[config.mk]
export PLATFORM = sky130hd
export DESIGN_NAME = tri_timer
export DESIGN_NICKNAME = d
export VERILOG_FILES = /design/src/rtl/tmr_pkg.sv /design/src/rtl/tmr_decode.sv /design/src/rtl/tmr_chan_port.sv /design/src/rtl/tmr_chan_core.sv /design/src/rtl/tmr_channel.sv /design/src/rtl/tri_timer.sv
export SDC_FILE = /design/constraint.sdc
export NUM_CORES = 1
export LEC_CHECK = 0
export ABC_AREA = 1
export BUFFER_PORTS_ARGS = -buffer_cell sky130_fd_sc_hd__buf_4
export CORE_UTILIZATION = 64
export CTS_CLUSTER_DIAMETER = 40
export CTS_CLUSTER_SIZE = 40
export DETAILED_ROUTE_END_ITERATION = 10
export PLACE_DENSITY_LB_ADDON = 0.1
export SYNTH_ARGS = -nofsm -noshare
export SYNTH_HDL_FRONTEND = slang
export SYNTH_SLANG_ARGS = --single-unit
[constraint.sdc]
create_clock -name clk -period 2.1 [get_ports clk]
set_input_delay 0.105 -clock clk [delete_from_list [all_inputs] [get_ports clk]]
set_output_delay 0.105 -clock clk [all_outputs]
set_load 0.05 [all_outputs]
[src/rtl/tmr_pkg.sv]
package tmr_pkg;
    localparam int CW  = 16;
    localparam int ND  = CW / 4;
    localparam int NCH = 3;

    typedef enum logic [1:0] {
        ACC_SNAP = 2'b00,
        ACC_LO   = 2'b01,
        ACC_HI   = 2'b10,
        ACC_BOTH = 2'b11
    } acc_e;

    typedef enum logic [1:0] {
        RUN_TERM,
        RUN_RATE,
        RUN_SQUARE,
        RUN_IDLE
    } run_e;

    typedef struct packed {
        acc_e acc;
        run_e run;
        logic bcd;
    } chan_cfg_t;

    function automatic run_e decode_mode(input logic [2:0] m);
        if (m == 3'b000)        return RUN_TERM;
        else if (m[1:0] == 2'b10) return RUN_RATE;
        else if (m[1:0] == 2'b11) return RUN_SQUARE;
        else                    return RUN_IDLE;
    endfunction

    function automatic logic [CW-1:0] count_dec(input logic [CW-1:0] v, input logic bcd);
        logic [CW-1:0] r;
        logic borrow;
        if (!bcd) return v - 1'b1;
        r = v;
        borrow = 1'b1;
        for (int d = 0; d < ND; d++) begin
            if (borrow) begin
                if (v[4*d +: 4] == 4'd0) r[4*d +: 4] = 4'd9;
                else begin
                    r[4*d +: 4] = v[4*d +: 4] - 4'd1;
                    borrow = 1'b0;
                end
            end
        end
        return r;
    endfunction

    function automatic logic [CW-1:0] count_half(input logic [CW-1:0] v, input logic bcd);
        logic [CW-1:0] r;
        logic odd;
        if (v == '0) return bcd ? {4'h5, {(CW-4){1'b0}}} : {1'b1, {(CW-1){1'b0}}};
        if (!bcd) return v >> 1;
        r = '0;
        odd = 1'b0;
        for (int d = ND - 1; d >= 0; d--) begin
            r[4*d +: 4] = (v[4*d +: 4] >> 1) + (odd ? 4'd5 : 4'd0);
            odd = v[4*d];
        end
        return r;
    endfunction
endpackage

[src/rtl/tmr_decode.sv]
module tmr_decode #(
    parameter int AW = 10,
    parameter logic [AW-1:0] BASE = 10'h040
) (
    input  logic [AW-1:0] port_addr,
    input  logic          rd_stb,
    input  logic          wr_stb,
    output logic [1:0]    reg_sel,
    output logic          wr_go,
    output logic          rd_go
);
    logic hit;

    assign hit     = (port_addr[AW-1:2] == BASE[AW-1:2]);
    assign reg_sel = port_addr[1:0];
    assign wr_go   = hit && wr_stb && !rd_stb;
    assign rd_go   = hit && rd_stb && !wr_stb;
endmodule

[src/rtl/tmr_chan_port.sv]
module tmr_chan_port
    import tmr_pkg::*;
(
    input  logic          clk,
    input  logic          rst,
    input  logic          ctrl_wr,
    input  logic          cnt_wr,
    input  logic          cnt_rd,
    input  logic [7:0]    din,
    input  logic [CW-1:0] live,
    output run_e          run,
    output logic          bcd,
    output logic          cfg_new,
    output run_e          nxt_run,
    output logic          load_go,
    output logic [CW-1:0] reload,
    output logic [7:0]    dout
);
    chan_cfg_t     cfg_q;
    logic          wr_tog, rd_tog, latched;
    logic [CW-1:0] latch_q, src;
    logic [7:0]    lo_hold;
    logic          pick_hi;

    assign run     = cfg_q.run;
    assign bcd     = cfg_q.bcd;
    assign cfg_new = ctrl_wr && (din[5:4] != 2'b00);
    assign nxt_run = decode_mode(din[3:1]);
    assign load_go = cnt_wr && (cfg_q.acc != ACC_BOTH || wr_tog);

    assign src     = latched ? latch_q : live;
    assign pick_hi = (cfg_q.acc == ACC_HI) || (cfg_q.acc == ACC_BOTH && rd_tog);
    assign dout    = pick_hi ? src[15:8] : src[7:0];

    always_ff @(posedge clk) begin
        if (rst) begin
            cfg_q   <= '{acc: ACC_BOTH, run: RUN_TERM, bcd: 1'b0};
            wr_tog  <= 1'b0;
            rd_tog  <= 1'b0;
            latched <= 1'b0;
            latch_q <= '0;
            lo_hold <= '0;
            reload  <= '0;
        end else if (ctrl_wr) begin
            if (din[5:4] == 2'b00) begin
                if (!latched) begin
                    latched <= 1'b1;
                    latch_q <= live;
                end
            end else begin
                cfg_q   <= '{acc: acc_e'(din[5:4]), run: decode_mode(din[3:1]), bcd: din[0]};
                wr_tog  <= 1'b0;
                rd_tog  <= 1'b0;
                latched <= 1'b0;
            end
        end else begin
            if (cnt_wr) begin
                case (cfg_q.acc)
                    ACC_LO:  reload <= {8'h00, din};
                    ACC_HI:  reload <= {din, 8'h00};
                    default: begin
                        if (wr_tog) reload <= {din, lo_hold};
                        else        lo_hold <= din;
                        wr_tog <= !wr_tog;
                    end
                endcase
            end
            if (cnt_rd) begin
                if (cfg_q.acc == ACC_BOTH) begin
                    rd_tog <= !rd_tog;
                    if (rd_tog) latched <= 1'b0;
                end else begin
                    latched <= 1'b0;
                end
            end
        end
    end

    p_ptr_clear_r12: assert property (@(posedge clk) disable iff (rst)
        cfg_new |=> (!wr_tog && !rd_tog));

    p_snap_frozen_r4: assert property (@(posedge clk) disable iff (rst)
        (latched && !cnt_rd && !cfg_new) |=> (latched && $stable(latch_q)));
endmodule

[src/rtl/tmr_chan_core.sv]
module tmr_chan_core
    import tmr_pkg::*;
(
    input  logic          clk,
    input  logic          rst,
    input  logic          en,
    input  run_e          run,
    input  logic          bcd,
    input  logic          cfg_new,
    input  run_e          nxt_run,
    input  logic          load_go,
    input  logic [CW-1:0] reload,
    output logic [CW-1:0] count,
    output logic          out
);
    logic          pend, running;
    logic [CW-1:0] half_w, dec_w;
    logic          sq_term;

    assign half_w  = count_half(reload, bcd);
    assign dec_w   = count_dec(count, bcd);
    assign sq_term = (out && reload[0]) ? (count == '0) : (count == 1);

    always_ff @(posedge clk) begin
        if (rst) begin
            count   <= '0;
            out     <= 1'b0;
            pend    <= 1'b0;
            running <= 1'b0;
        end else if (cfg_new) begin
            pend    <= 1'b0;
            running <= 1'b0;
            out     <= (nxt_run != RUN_TERM);
        end else begin
            if (en) begin
                if (pend) begin
                    pend    <= 1'b0;
                    running <= 1'b1;
                    count   <= (run == RUN_SQUARE) ? half_w : reload;
                    out     <= (run != RUN_TERM);
                end else if (running) begin
                    case (run)
                        RUN_TERM: begin
                            count <= dec_w;
                            if (count == 1) out <= 1'b1;
                        end
                        RUN_RATE: begin
                            if (count == 1) begin
                                count <= reload;
                                out   <= 1'b1;
                            end else begin
                                count <= dec_w;
                                out   <= (count != 2);
                            end
                        end
                        RUN_SQUARE: begin
                            if (sq_term) begin
                                out   <= !out;
                                count <= half_w;
                            end else begin
                                count <= dec_w;
                            end
                        end
                        default: ;
                    endcase
                end
            end
            if (load_go) begin
                pend <= 1'b1;
                if (run == RUN_TERM) out <= 1'b0;
            end
        end
    end

    p_hold_no_en_r13: assert property (@(posedge clk) disable iff (rst)
        !en |=> $stable(count));

    p_term_sticky_r8: assert property (@(posedge clk) disable iff (rst)
        (run == RUN_TERM && out && !cfg_new && !load_go) |=> out);

    p_rate_one_low_r9: assert property (@(posedge clk) disable iff (rst)
        (run == RUN_RATE && !out && en && !cfg_new) |=> out);
endmodule

[src/rtl/tmr_channel.sv]
module tmr_channel
    import tmr_pkg::*;
(
    input  logic       clk,
    input  logic       rst,
    input  logic       en,
    input  logic       ctrl_wr,
    input  logic       cnt_wr,
    input  logic       cnt_rd,
    input  logic [7:0] din,
    output logic [7:0] dout,
    output logic       out
);
    run_e          run, nxt_run;
    logic          bcd, cfg_new, load_go;
    logic [CW-1:0] reload, count;

    tmr_chan_port u_port (
        .clk(clk), .rst(rst), .ctrl_wr(ctrl_wr), .cnt_wr(cnt_wr), .cnt_rd(cnt_rd),
        .din(din), .live(count), .run(run), .bcd(bcd), .cfg_new(cfg_new),
        .nxt_run(nxt_run), .load_go(load_go), .reload(reload), .dout(dout)
    );

    tmr_chan_core u_core (
        .clk(clk), .rst(rst), .en(en), .run(run), .bcd(bcd), .cfg_new(cfg_new),
        .nxt_run(nxt_run), .load_go(load_go), .reload(reload), .count(count), .out(out)
    );
endmodule

[src/rtl/tri_timer.sv]
module tri_timer
    import tmr_pkg::*;
#(
    parameter int AW = 10,
    parameter logic [AW-1:0] BASE = 10'h040
) (
    input  logic           clk,
    input  logic           rst,
    input  logic [AW-1:0]  port_addr,
    input  logic           rd_stb,
    input  logic           wr_stb,
    input  logic [7:0]     data_in,
    output logic [7:0]     data_out,
    output logic           data_oe,
    input  logic [NCH-1:0] cnt_en,
    output logic [NCH-1:0] tmr_out
);
    localparam logic [1:0] CTRL_SEL = 2'b11;

    logic [1:0]     reg_sel;
    logic           wr_go, rd_go;
    logic [NCH-1:0] ctrl_wr, cnt_wr, cnt_rd;
    logic [7:0]     ch_dout [NCH];

    tmr_decode #(.AW(AW), .BASE(BASE)) u_dec (
        .port_addr(port_addr), .rd_stb(rd_stb), .wr_stb(wr_stb),
        .reg_sel(reg_sel), .wr_go(wr_go), .rd_go(rd_go)
    );

    for (genvar g = 0; g < NCH; g++) begin : g_ch
        assign ctrl_wr[g] = wr_go && reg_sel == CTRL_SEL && data_in[7:6] == 2'(g);
        assign cnt_wr[g]  = wr_go && reg_sel == 2'(g);
        assign cnt_rd[g]  = rd_go && reg_sel == 2'(g);

        tmr_channel u_ch (
            .clk(clk), .rst(rst), .en(cnt_en[g]), .ctrl_wr(ctrl_wr[g]),
            .cnt_wr(cnt_wr[g]), .cnt_rd(cnt_rd[g]), .din(data_in),
            .dout(ch_dout[g]), .out(tmr_out[g])
        );
    end

    assign data_oe = rd_go && reg_sel != CTRL_SEL;

    always_comb begin
        data_out = '0;
        for (int i = 0; i < NCH; i++)
            if (data_oe && reg_sel == 2'(i)) data_out = ch_dout[i];
    end

    p_oe_quiet_r11: assert property (@(posedge clk) disable iff (rst)
        ((rd_stb && wr_stb) || port_addr[AW-1:2] != BASE[AW-1:2]) |-> !data_oe);
endmodule

### Word level (Yosys, flattened, before mapping)

Cells that the tools add are included.

| word-level totals | value |
|---|---|
| flip-flop bits (word level) | 201 |
| bits of input ports | 25 |
| output and inout port bits | 12 |

| operators by class | value |
|---|---|
| add/sub/neg operators | 24 |
| eq/ne operators | 42 |
| muxes and demuxes | 188 |
| bitwise gates (word level) | 13 |
| reduce and logical (&&, ||, !) cells | 131 |

Operator list:

| kind | count |
|---|---|
| 16-bit 2-to-1 mux | 39 |
| 16-bit case mux with 3 select lines | 3 |
| 1-bit 2-to-1 mux | 102 |
| 16-bit logical NOT | 6 |
| 16-bit case mux with 2 select lines | 3 |
| 4-bit 2-to-1 mux | 21 |
| 16-bit by 1-bit equality test with 1-bit output (second input constant) | 3 |
| 4-bit logical NOT | 12 |
| 8-bit 2-to-1 mux | 6 |
| 16-bit by 2-bit != test with 1-bit output (second input constant) | 3 |
| 16-bit by 1-bit subtractor with 16-bit output (second input constant) | 3 |
| 4-bit by 1-bit subtractor with 4-bit output (second input constant) | 12 |
| 2-bit nonzero test | 20 |
| 3-bit by 3-bit adder with 4-bit output | 9 |
| 1-bit logical AND | 30 |
| 2-bit equality test (second input constant) | 14 |
| 3-bit 2-to-1 mux | 9 |
| 3-bit AND reduction | 9 |
| 2-bit AND reduction | 12 |
| 4-bit AND reduction | 6 |
| 2-bit by 1-bit equality test with 1-bit output (second input constant) | 8 |
| 2-bit != test (second input constant) | 7 |
| 1-bit inverter | 13 |
| 2-bit logical NOT | 6 |
| 11 further kinds | 42 |

### Longest topological paths before layout

| depth | value |
|---|---|
| depth in word-level cells | 13 |
| gate-level depth with buffers | 15 |

### Cells and area by module

Synthesis repeated with hierarchy kept, for this count alone.

| second synthesis, totals | value |
|---|---|
| cells, all modules | 2858 |
| area, all modules | 17171.5 um2 |

By module, submodules not included:

| module | times used | cells each | area each (um2) |
|---|---|---|---|
| tmr_chan_port | 3 | 391 | 2595.0 |
| tmr_chan_core at g_ch[2].u_ch.u_core | 1 | 531 | 3004.1 |
| tmr_chan_core at g_ch[0].u_ch.u_core | 1 | 541 | 2994.1 |
| tmr_chan_core at g_ch[1].u_ch.u_core | 1 | 534 | 2979.1 |
| tri_timer | 1 | 58 | 320.3 |
| tmr_decode | 1 | 21 | 88.8 |

### Worst setup path before layout

OpenSTA, ideal clock, no wires.

| timing | value |
|---|---|
| kind | in2out |
| from | input port port_addr[9] |
| to | output port data_out[3] |
| data arrival time | 1869 ps |
| required time | 1995 ps |
| setup slack | 126 ps |
| stages on the path | 7 |
| buffers on the path | 0 |
| path through | nor2_1 > nand3_2 > nor2_8 > nand3_1 > nor2_1 > nand3_1 > nand2_1 |

| on the way | value |
|---|---|
| word-level cells in the longest chain between the ends | 8 |
| elaborated cells between the ends (all ways) | 10 |
| classes of those cells | 1 x eq/ne; 3 x mux; 6 x reduce/logical |

RTL lines:

| element | RTL line | RTL |
|---|---|---|
| start, declared | tri_timer.sv:9 | `input logic [AW-1:0] port_addr,` |
| 8-bit by 5-bit equality test with 1-bit output (*) | tmr_decode.sv:14 | `assign hit = (port_addr[AW-1:2] == BASE[AW-1:2]);` |
| 1-bit logical AND (*) (2 in a row) | tmr_decode.sv:17 | `assign rd_go = hit && rd_stb && !wr_stb;` |
| 1-bit logical AND (*) | tri_timer.sv:42 | `assign data_oe = rd_go && reg_sel != CTRL_SEL;` |
| net data_oe | tri_timer.sv:14 | `output logic data_oe,` |
| 1-bit logical AND | tri_timer.sv:47 | `if (data_oe && reg_sel == 2'(i)) data_out = ch_dout[i];` |
| 8-bit 2-to-1 mux (2 in a row) | tri_timer.sv:47 |  |
| 8-bit 2-to-1 mux (*) | tri_timer.sv:47 |  |
| end, declared | tri_timer.sv:13 | `output logic [7:0] data_out,` |

Mark *: on every way through the listed nets, which the timed path passes. The rest lies on a longest branch.

### Worst setup path in the final report

| timing | value |
|---|---|
| from | register g_ch[2].u_ch.u_port.cfg_q[3] in the netlist's numbering |
| to | output port data_out[4] |

| on the way | value |
|---|---|
| word-level cells in the longest chain between the ends | 5 |
| elaborated cells between the ends (all ways) | 6 |
| classes of those cells | 2 x eq/ne; 2 x mux; 2 x reduce/logical |

RTL lines:

| element | RTL line | RTL |
|---|---|---|
| start, declared | tmr_chan_port.sv:19 | `chan_cfg_t cfg_q;` |
| start signal, assigned | tmr_chan_port.sv:37 | `cfg_q <= '{acc: ACC_BOTH, run: RUN_TERM, bcd: 1'b0};` |
| start signal, assigned | tmr_chan_port.sv:51 | `cfg_q <= '{acc: acc_e'(din[5:4]), run: decode_mode(din[3:1]), bcd: din[0]};` |
| 2-bit equality test | tmr_chan_port.sv:32 | `assign pick_hi = (cfg_q.acc == ACC_HI) \|\| (cfg_q.acc == ACC_BOTH && rd_tog);` |
| 1-bit logical AND | tmr_chan_port.sv:32 |  |
| 1-bit logical OR (*) | tmr_chan_port.sv:32 |  |
| 8-bit 2-to-1 mux (*) | tmr_chan_port.sv:33 | `assign dout = pick_hi ? src[15:8] : src[7:0];` |
| 8-bit 2-to-1 mux (*) | tri_timer.sv:47 |  |

Mark *: on every way between the ends. The rest lies on a longest branch, timed or not.

==> results.md <==
- Status: finished, violations left
- Violated checks: negative setup slack
- Port Buffers: 36
- Worst skew pair latency: 0.52 ns
- Final worst path period share: 1.072
- Synth Net Count: 2,674
- Initial DRC count: 2,187
- Wirelength per Cell: 17.67 um
- # fillers: 1,935
- Critical Path Start Type: register
- Gpl congestion: 1.026
- Starting Density: 0.6582
- Hold crit path type: in2reg
- Max transition margin: 0.5301
- Fin nets: 2,746
- Critical path type: reg2out
- Dpl cell area: 0.01649 sq mm
- Antenna violations before repair: 0
- Final instance area: 0.01823 sq mm
- Antenna-violating nets left: 0
- Final Critical Period: 2.250 ns
- RSZ-0062 raised after global routing: true
- Worst hold margin: 0.03420 ns
- Via count: 18,310
- Setup crit end kind: primary output
- Warnings, synthesis: 0
- Slew @ Worst Pin: 0.7048 ns
- Total grt overflow: 0
- EDFF count, synth: 0
- Post-Syn Area per Cell: 6.021 sq um
- Worst-path clk slew: 0.05 ns
- Commonest non-fill, non-tap cell in the layout: nand2_1
- Slew Limit Fails: 0
- Final wirelength: 53,090 um
- Worst Path Arrival: 2.15 ns
- Required @ worst endpoint: 2.00 ns
- # diodes: 0
- Hold path start: data_in[4]
- Width of the die: 158.1 um
- Clock root buffer: clkbuf_16
- Seq cells post-synth: 201
- P_leak: 0.008643 uW
- Syn Std Cell Area: 0.01559 sq mm
- Rows: 56
- Core area: 0.02368 sq mm
- Total GRT Usage: 0.4166
- Unique masters post-synth: 48
- Final setup viols: 8
- Die height: 158.1 um
- Fin. Hold Viols: 0
- TritonCTS clock tree: yes
- Number of global-route vias before repair: 16,090
- Worst Slack Setup Final: -0.1504 ns
- Commonest non-fill, non-tap cells in the layout: nand2_1 (672), a21oi_1 (296), o21ai_0 (257), inv_1 (241), nor2_1 (234)
- Reg area: 0.004039 sq mm
- Pre-CTS setup slack: 0.07331 ns
- Vias per cell: 6.094
- Share of cells above drive strength 1: 0.1404
- Area of the multi-input gates: 0.01025 sq mm
- Remaining DRCs: 0
- Number of buffers created by CTS: 35
- Area growth from synthesis to layout: 16.97%
- Max-cap violations: 0
- Max VDD drop: 626.0 uV
- Max Fclk: 444.4 MHz
- Clk sinks: 201
- CP max FO: 6
- Setup crit start: g_ch[2].u_ch.u_port.cfg_q[3]
- Die Area: 0.02498 sq mm
- Ports: 37
- Clock Path Buffers: 3
- Ys async rst share: 0
- Sequential share of the synthesized area: 0.2581
- Top FF cell, synth: dfxtp_1
- DP HPWL: 37,670 um
- Critical R2R Launch: g_ch[1].u_ch.u_port.run[0]
- Drt pass-1 iters: 7
- Clock skew: 0.02344 ns
- First-pass GRT wire length: 82,760 um
- Largest net degree at the start of global routing: 71
- Synthesized instance count: 2,589
- H-tree depth: 2
- Power Density: 529.8 mW/mm^2
[worst paths after layout]
path	cells after the start	to	slack [ns]
worst max-delay path	9	data_out[4]	-0.15
worst min-delay path	3	g_ch[1].u_ch.u_port.reload[12]	0.03
worst max register to register	11	g_ch[1].u_ch.u_core.count[7]	0.06
worst min register to register	2	g_ch[2].u_ch.u_port.latch_q[10]	0.45
[cell families after synthesis]
kind of cell,count (synthesis),synth area share
simple gates,1241,0.3486
compound gates,689,0.2387
buf+inv,387,0.1002
flops,201,0.2581
fa+ha+maj,60,0.04816
xor+xnor,11,0.006181
[cells in the mapped netlist (15+ instances only)]
master | count | area (sq um)
a211oi_1 | 25 | 187.7
buf_2 | 15 | 75.07
nor2_1 | 239 | 897.1
ha_1 | 60 | 750.7
o21ai_0 | 283 | 1416
nand2_1 | 684 | 2567
clkbuf_1 | 84 | 315.3
nor2_2 | 18 | 112.6
nand3_1 | 185 | 925.9
buf_1 | 15 | 56.30
o211ai_1 | 25 | 187.7
inv_1 | 246 | 923.4
nor2_4 | 15 | 168.9
a21oi_1 | 300 | 1501
nor3_1 | 22 | 110.1
dfxtp_1 | 201 | 4024
nand4_1 | 22 | 137.6
[critical path: stages (launching register included)]
cell	delay [ns]
dfxtp_4	0.38
inv_4	0.04
ha_4	0.16
a21oi_4	0.17
buf_6	0.16
o21ai_0	0.11
buf_4	0.18
o21ai_1	0.18
inv_1	0.09
buf_6	0.16
[sequential cells by signal, summed over array words and instances, names as in the netlist]
register	cells
g_ch.u_ch.u_core.count	48
g_ch.u_ch.u_core.out	3
g_ch.u_ch.u_core.pend	3
g_ch.u_ch.u_core.running	3
g_ch.u_ch.u_port.bcd	3
g_ch.u_ch.u_port.cfg_q	6
g_ch.u_ch.u_port.latch_q	48
g_ch.u_ch.u_port.latched	3
g_ch.u_ch.u_port.lo_hold	24
g_ch.u_ch.u_port.rd_tog	3
g_ch.u_ch.u_port.reload	48
g_ch.u_ch.u_port.run	6
g_ch.u_ch.u_port.wr_tog	3
[routing by layer]
metal  wire, um  track usage  vias to the layer above
li1           -            -                     8702
met1      21650       0.5679                     8303
met2      23060       0.6386                     1132
met3       6065      0.07446                      174
met4       2306       0.1873                        0
met5          0            0                        -
[timing repair]
action / 4_1_cts / 5_1_grt
endpoints found under the hold margin: 13 / 0
gates cloned: 3 / 1
pin swaps: 3 / 11
hold buffers: 7 / 0
resized for setup: 70 / 54
setup endpoints to repair: 8 / 33
setup buffers: 4 / 13
[layout make-up]
cell class,instances,area share
timing repair buffer,165,0.07858
multi-input combinational,2001,0.5624
inverter,257,0.05325
tap,319,0.02189
sequential,201,0.2215
clock inverter,24,0.01318
clock buffer,38,0.04920
[metrics by stage]
stage | total power (uW) | instances | util | TNS, ns
after floorplan | 4051 | 2589 | - | 0
after global placement | 4178 | 2916 | 0.6965 | 0
after detailed placement | 4180 | 2916 | 0.6965 | 0
after CTS | 9654 | 2992 | 0.7576 | -0.7915
after global routing | 9840 | 3005 | 0.7699 | -1.318
final | 9660 | 3005 | 0.7699 | -0.7528
[power breakdown]
part           switching (uW)  internal (uW)
logic                     224           85.2
clock network            2230           3310
registers               0.195           3810
total                    2450           7210
Note: power is estimated with default switching activity, not from simulation.
